File: src/rtl/dtr_pkg.sv
package dtr_pkg;

  typedef enum logic [3:0] {
    SRC_SW       = 4'd0,
    SRC_PIN_FALL = 4'd1,
    SRC_PIN_RISE = 4'd2,
    SRC_GRP_A    = 4'd3,
    SRC_GRP_B    = 4'd4,
    SRC_T8_UF    = 4'd5,
    SRC_T16_CB   = 4'd6,
    SRC_T16_CA   = 4'd7,
    SRC_T16X_CB  = 4'd8,
    SRC_T16X_CA  = 4'd9,
    SRC_SIO_RX   = 4'd10,
    SRC_SIO_TX   = 4'd11,
    SRC_ADC      = 4'd12,
    SRC_I2C_RD   = 4'd13,
    SRC_I2C_WR   = 4'd14,
    SRC_RSVD     = 4'd15
  } src_code_e;

  localparam int SEL_W     = $bits(src_code_e);
  localparam int SRC_COUNT = 1 << SEL_W;
  localparam int BYTE_W    = 8;

  // channel -> index of the shared peripheral it listens to
  function automatic int pair_of(input int ch, input int num_pair);
    return ch % num_pair;
  endfunction

  // configuration register that holds a channel's code
  function automatic int reg_of(input int ch);
    return ch / (BYTE_W / SEL_W);
  endfunction

  // bit offset of a channel's code inside its register
  function automatic int lane_of(input int ch);
    return (ch % (BYTE_W / SEL_W)) * SEL_W;
  endfunction

  // one entry of a channel's source map
  function automatic logic pick_src(input logic [SRC_COUNT-1:0] srcs,
                                    input logic [SEL_W-1:0] code);
    return srcs[code];
  endfunction

endpackage

File: src/rtl/dtr_cfg_regs.sv
module dtr_cfg_regs import dtr_pkg::*; #(
  parameter int NUM_CH = 4,
  parameter int AW     = 1
) (
  input  logic                    clk,
  input  logic                    rst_n,
  input  logic                    we,
  input  logic [AW-1:0]           addr,
  input  logic [BYTE_W-1:0]       wdata,
  output logic [NUM_CH*SEL_W-1:0] sel_flat
);

  for (genvar c = 0; c < NUM_CH; c++) begin : g_sel
    localparam int REG  = reg_of(c);
    localparam int LANE = lane_of(c);
    logic [SEL_W-1:0] code_q;

    always_ff @(posedge clk or negedge rst_n) begin
      if (!rst_n) begin
        code_q <= SRC_SW;
      end else if (we && (addr == AW'(REG))) begin
        code_q <= wdata[LANE +: SEL_W];
      end
    end

    assign sel_flat[c*SEL_W +: SEL_W] = code_q;
  end

endmodule

File: src/rtl/dtr_edge_det.sv
module dtr_edge_det #(
  parameter int W = 4
) (
  input  logic         clk,
  input  logic         rst_n,
  input  logic [W-1:0] pin,
  output logic [W-1:0] pin_q,
  output logic [W-1:0] rise,
  output logic [W-1:0] fall
);

  always_ff @(posedge clk or negedge rst_n) begin
    if (!rst_n) pin_q <= '0;
    else        pin_q <= pin;
  end

  assign rise = pin & ~pin_q;
  assign fall = ~pin & pin_q;

endmodule

File: src/rtl/dtr_chan_sel.sv
module dtr_chan_sel import dtr_pkg::*; (
  input  logic                 clk,
  input  logic                 rst_n,
  input  logic [SRC_COUNT-1:0] srcs,
  input  logic [SEL_W-1:0]     code,
  input  logic                 en,
  output logic                 req
);

  logic hit;
  assign hit = en & pick_src(srcs, code);

  always_ff @(posedge clk or negedge rst_n) begin
    if (!rst_n) req <= 1'b0;
    else        req <= hit;
  end

endmodule

File: src/rtl/dma_trig_router.sv
module dma_trig_router import dtr_pkg::*; #(
  parameter  int NUM_CH   = 4,
  parameter  int NUM_PAIR = 2,
  localparam int CFG_REGS = (NUM_CH * SEL_W + BYTE_W - 1) / BYTE_W,
  localparam int CFG_AW   = (CFG_REGS > 1) ? $clog2(CFG_REGS) : 1
) (
  input  logic                clk,
  input  logic                rst_n,
  input  logic                cfg_we,
  input  logic [CFG_AW-1:0]   cfg_addr,
  input  logic [BYTE_W-1:0]   cfg_wdata,
  input  logic [NUM_CH-1:0]   sw_trig,
  input  logic [NUM_CH-1:0]   dma_en,
  input  logic [NUM_CH-1:0]   edge_pin,
  input  logic [NUM_CH-1:0]   port_grp_a,
  input  logic [NUM_CH-1:0]   port_grp_b,
  input  logic [NUM_CH-1:0]   tmr8_uf,
  input  logic [NUM_CH-1:0]   tmr16_cmpb,
  input  logic [NUM_CH-1:0]   tmr16_cmpa,
  input  logic [NUM_PAIR-1:0] tmr16x_cmpb,
  input  logic [NUM_PAIR-1:0] tmr16x_cmpa,
  input  logic [NUM_PAIR-1:0] sio_rx_full,
  input  logic [NUM_PAIR-1:0] sio_tx_empty,
  input  logic                adc_done,
  input  logic [NUM_CH-1:0]   i2c_rd_req,
  input  logic [NUM_CH-1:0]   i2c_wr_req,
  output logic [NUM_CH-1:0]   dma_req
);

  // named internal events, visible to the bound checker
  logic [NUM_CH*SEL_W-1:0] chan_sel;
  logic [NUM_CH-1:0]       pin_prev;
  logic [NUM_CH-1:0]       pin_rise;
  logic [NUM_CH-1:0]       pin_fall;

  dtr_cfg_regs #(.NUM_CH(NUM_CH), .AW(CFG_AW)) u_cfg (
    .clk      (clk),
    .rst_n    (rst_n),
    .we       (cfg_we),
    .addr     (cfg_addr),
    .wdata    (cfg_wdata),
    .sel_flat (chan_sel)
  );

  dtr_edge_det #(.W(NUM_CH)) u_edge (
    .clk   (clk),
    .rst_n (rst_n),
    .pin   (edge_pin),
    .pin_q (pin_prev),
    .rise  (pin_rise),
    .fall  (pin_fall)
  );

  for (genvar c = 0; c < NUM_CH; c++) begin : g_ch
    localparam int P = pair_of(c, NUM_PAIR);
    logic [SRC_COUNT-1:0] srcs;

    always_comb begin
      srcs               = '0;
      srcs[SRC_SW]       = sw_trig[c];
      srcs[SRC_PIN_FALL] = pin_fall[c];
      srcs[SRC_PIN_RISE] = pin_rise[c];
      srcs[SRC_GRP_A]    = port_grp_a[c];
      srcs[SRC_GRP_B]    = port_grp_b[c];
      srcs[SRC_T8_UF]    = tmr8_uf[c];
      srcs[SRC_T16_CB]   = tmr16_cmpb[c];
      srcs[SRC_T16_CA]   = tmr16_cmpa[c];
      srcs[SRC_T16X_CB]  = tmr16x_cmpb[P];
      srcs[SRC_T16X_CA]  = tmr16x_cmpa[P];
      srcs[SRC_SIO_RX]   = sio_rx_full[P];
      srcs[SRC_SIO_TX]   = sio_tx_empty[P];
      srcs[SRC_ADC]      = adc_done;
      srcs[SRC_I2C_RD]   = i2c_rd_req[c];
      srcs[SRC_I2C_WR]   = i2c_wr_req[c];
      srcs[SRC_RSVD]     = 1'b0;
    end

    dtr_chan_sel u_sel (
      .clk   (clk),
      .rst_n (rst_n),
      .srcs  (srcs),
      .code  (chan_sel[c*SEL_W +: SEL_W]),
      .en    (dma_en[c]),
      .req   (dma_req[c])
    );
  end

endmodule

File: config.mk
export PLATFORM = sky130hd
export DESIGN_NAME = dma_trig_router
export DESIGN_NICKNAME = d
export VERILOG_FILES = /design/src/rtl/dtr_pkg.sv /design/src/rtl/dtr_cfg_regs.sv /design/src/rtl/dtr_edge_det.sv /design/src/rtl/dtr_chan_sel.sv /design/src/rtl/dma_trig_router.sv
export SDC_FILE = /design/constraint.sdc
export NUM_CORES = 1
export LEC_CHECK = 0
export BUFFER_PORTS_ARGS = -buffer_cell sky130_fd_sc_hd__buf_2
export CORE_UTILIZATION = 48
export DETAILED_ROUTE_END_ITERATION = 10
export HOLD_SLACK_MARGIN = 0.1
export PLACE_DENSITY = 0.76
export SYNTH_ARGS = -nofsm -noshare
export SYNTH_HDL_FRONTEND = slang
export SYNTH_HIERARCHICAL = 1
export SYNTH_SLANG_ARGS = --single-unit
File: constraint.sdc
create_clock -name clk -period 1.5 [get_ports clk]
set_input_delay 0.225 -clock clk [delete_from_list [all_inputs] [get_ports clk]]
set_output_delay 0.225 -clock clk [all_outputs]
set_load 0.1 [all_outputs]
==> impl_results.md <==
- MaxCap Viol Count: 0
- DIE AREA: about 3400 sq um
- Seq pwr share: between 40% and 50%
- WP data arrival: 1.63 ns
- Largest net degree at the start of global routing: 25
- Antenna-violating nets left: 0
- R2r worst-path depth: 4
- Final hold vios: 0
- Via count: 1238
- WL final: 3421 um
- First-pass GRT wire length: 5582 um
- Crit path max fanout: 2
- Register bit count reported by yosys: 24
- Initial antenna violation count: 0
- Post CTS Setup Buffer Count: 0
- Syn Inst Count: 120
- Drt first pass iters: 4
- Setup TNS Final: 0 ns
- Hold endpoint: u_cfg/g_sel[0].code_q[3]
- Ys Warns: 6
- Die outline height: between 50 and 60 um
- Clk_lat worst skew: 0.31 ns
- Count of different cell masters after synthesis: 17
- Post-synth EDFFs: 0
- Slew @ Worst Pin: 0.5496 ns
- Min Clock Period, post-route: 1.412 ns
- Hold Crit Start: cfg_wdata[3]
- CTS buffer count: 3
- FFs w/ async S/R, synth: 100.0%
- Num rows: 20
- Core Area: 3053 sq um
- Antenna cells: 0
- Switching fraction of total power: roughly a third
- GP Congestion: about 0.80
- Status: completed
- Critical R2R Capture: g_ch[2].u_sel/req
- Worst hold path type: input pin to register
- Reg clk slew, reported paths: 0.14 ns
- Global Route Usage Sum: approximately 22%
- Vias in the first global route: 1262
- Main synth FF type: dfrtp_1
- Internal: 0.001370 W
- CTS Buffer Depth: 2
- I/O pins: 65
- Most frequent cells in the layout: buf_2, dfrtp_1, mux2i_1
- Crit share post-route: 94.13%
- Crit Path Class: register to register
- Worst reg2reg setup slack: 0.09 ns
- Worst slew margin: 63.36%
- Slew Limit Fails: 0
- Sw Pwr: 0.0006818 W
- RSZ-0062 raised after global routing: no
- DRC Markers: 0
- Worst setup EP type: register
- Fin area: 2006 sq um
- Die Wd: 58.67 um
- FMAX: 708.2 MHz
- Share of cells above drive strength 1: 56.92%
- Data required, critical path: approximately 1.7 ns
- Non-Filler Instances: between 200 and 250
- Cell Area, Placed: 1902 sq um
- PortBufs: 64
- CTS root buf: clkbuf_4
- Initial core utilization: about 50%
- Lkg Pwr: 0.9839 nW
- Final Util: 65.70%
- Worst Hold Depth: 2
- Gate power share: 36.1%
- Post-DP HPWL: ~2800 um
- Clock power frac: 22.8%
- Gr ovfl total: 0
- IR drop worst, VDD: 0.0005265 V
- Setup Skew: 0.01232 ns
- Reg-to-Reg Start: u_edge/pin_q[2]
- Vias/cell: 5.180
- Fin nets: around 260
- Seq/Total Area, Yosys: between 30 and 40%
- DR iter-0 viols: 38
- Synth Area per Inst: 12.85 sq um
- Synthesis-to-finish area growth: 30.11%
- # setup viols final: 0
- Post-Place Cells: 230
- H-tree depth: 1
- Clock Sinks: 24
- Mapped cell area: 1541 sq um
- Commonest non-fill, non-tap cell in the layout: buf_2
- Hold slack final: 0.1407 ns
- Startpoint Class: register
- WL per Instance: 14.31 um
- Pwr Density: 1023 nW/um^2
- CTS tree: yes
registers in the layout, indices dropped and copies added (netlist names):
signal,cells
u_cfg/g_sel.code_q,16
g_ch.u_sel/req,4
u_edge/pin_q,4
metrics by stage:
stage	total power, W	worst slack [ns]
floorplan	0.001403	0.1860
global placement	0.001562	0.1240
detailed placement	0.001590	0.08065
CTS	0.002066	0.05685
global route	0.002172	0.04009
finish	0.002052	0.08801
power by group through the flow:
stage	Combinational [W]	Clock, W	Sequential (W)
floorplan	0.000418	0	0.000985
global placement	0.000711	0	0.000851
detailed placement	0.000731	0	0.000859
CTS	0.000744	0.000477	0.000844
global route	0.000794	0.000516	0.000861
finish	0.000741	0.000468	0.000844
routing by layer:
layer / GRT usage (%) / wire (um) / up-vias
met1: 26.98 / 1418 / 591
met3: 2.418 / 130 / 10
met5: 0 / 0 / -
met2: 38.75 / 1785 / 39
li1: - / - / 598
met4: 9.184 / 87 / 0
synth_stat cells, types with 5 or more instances:
cell type / n / area (sq um)
mux4_2: 8 / 180.2
mux2_2: 8 / 90.09
buf_6: 5 / 56.30
nand2_1: 12 / 45.04
mux2_4: 8 / 120.1
nand3_1: 8 / 40.04
and2b_2: 8 / 70.07
mux2i_1: 16 / 160.2
dfrtp_1: 24 / 600.6
area by class of cell:
| class | count | area, sq um |
|---|---|---|
| Timing Repair Buffer | 73 | 400.4 |
| Multi-Input combinational cell | 94 | 895.9 |
| Tap cell | 44 | 55.05 |
| Clock buffer | 3 | 22.52 |
| Sequential cell | 24 | 601.8 |
| Clock inverter | 1 | 30.03 |
| Fill cell | 259 | 1047 |
worst max path at each step:
stage	from	endpoint	slack (ns)	depth (start not counted)
after floorplan	u_edge/pin_q[2]	g_ch[2].u_sel/req	0.19	4
after global placement	u_cfg/g_sel[0].code_q[0]	g_ch[0].u_sel/req	0.12	3
after detailed placement	u_cfg/g_sel[0].code_q[0]	g_ch[0].u_sel/req	0.08	3
after CTS	u_cfg/g_sel[0].code_q[0]	g_ch[0].u_sel/req	0.06	3
after global routing	u_cfg/g_sel[0].code_q[0]	g_ch[0].u_sel/req	0.04	3
final	u_edge/pin_q[2]	g_ch[2].u_sel/req	0.09	4
cell families after synthesis:
| logic type | count (synthesis) | synth area share, % |
|---|---|---|
| compound gates | 12 | 6.818 |
| buf+inv | 5 | 3.652 |
| flops | 24 | 38.96 |
| mux | 40 | 35.71 |
| other cells | 1 | 0.2433 |
| simple gates | 38 | 14.61 |
worst max-delay path, stage by stage, from the launching register on:
cell,delay (ns)
dfrtp_1,0.40
and2b_2,0.19
mux4_2,0.47
o211ai_2,0.15
o22ai_1,0.10
repair_timing:
item	CTS	global route
hold endpoints to repair	28	0
gates resized for setup	0	1
hold buffers	5	0
endpoints found under the setup margin	0	1
(Power assumes the default switching activity.)
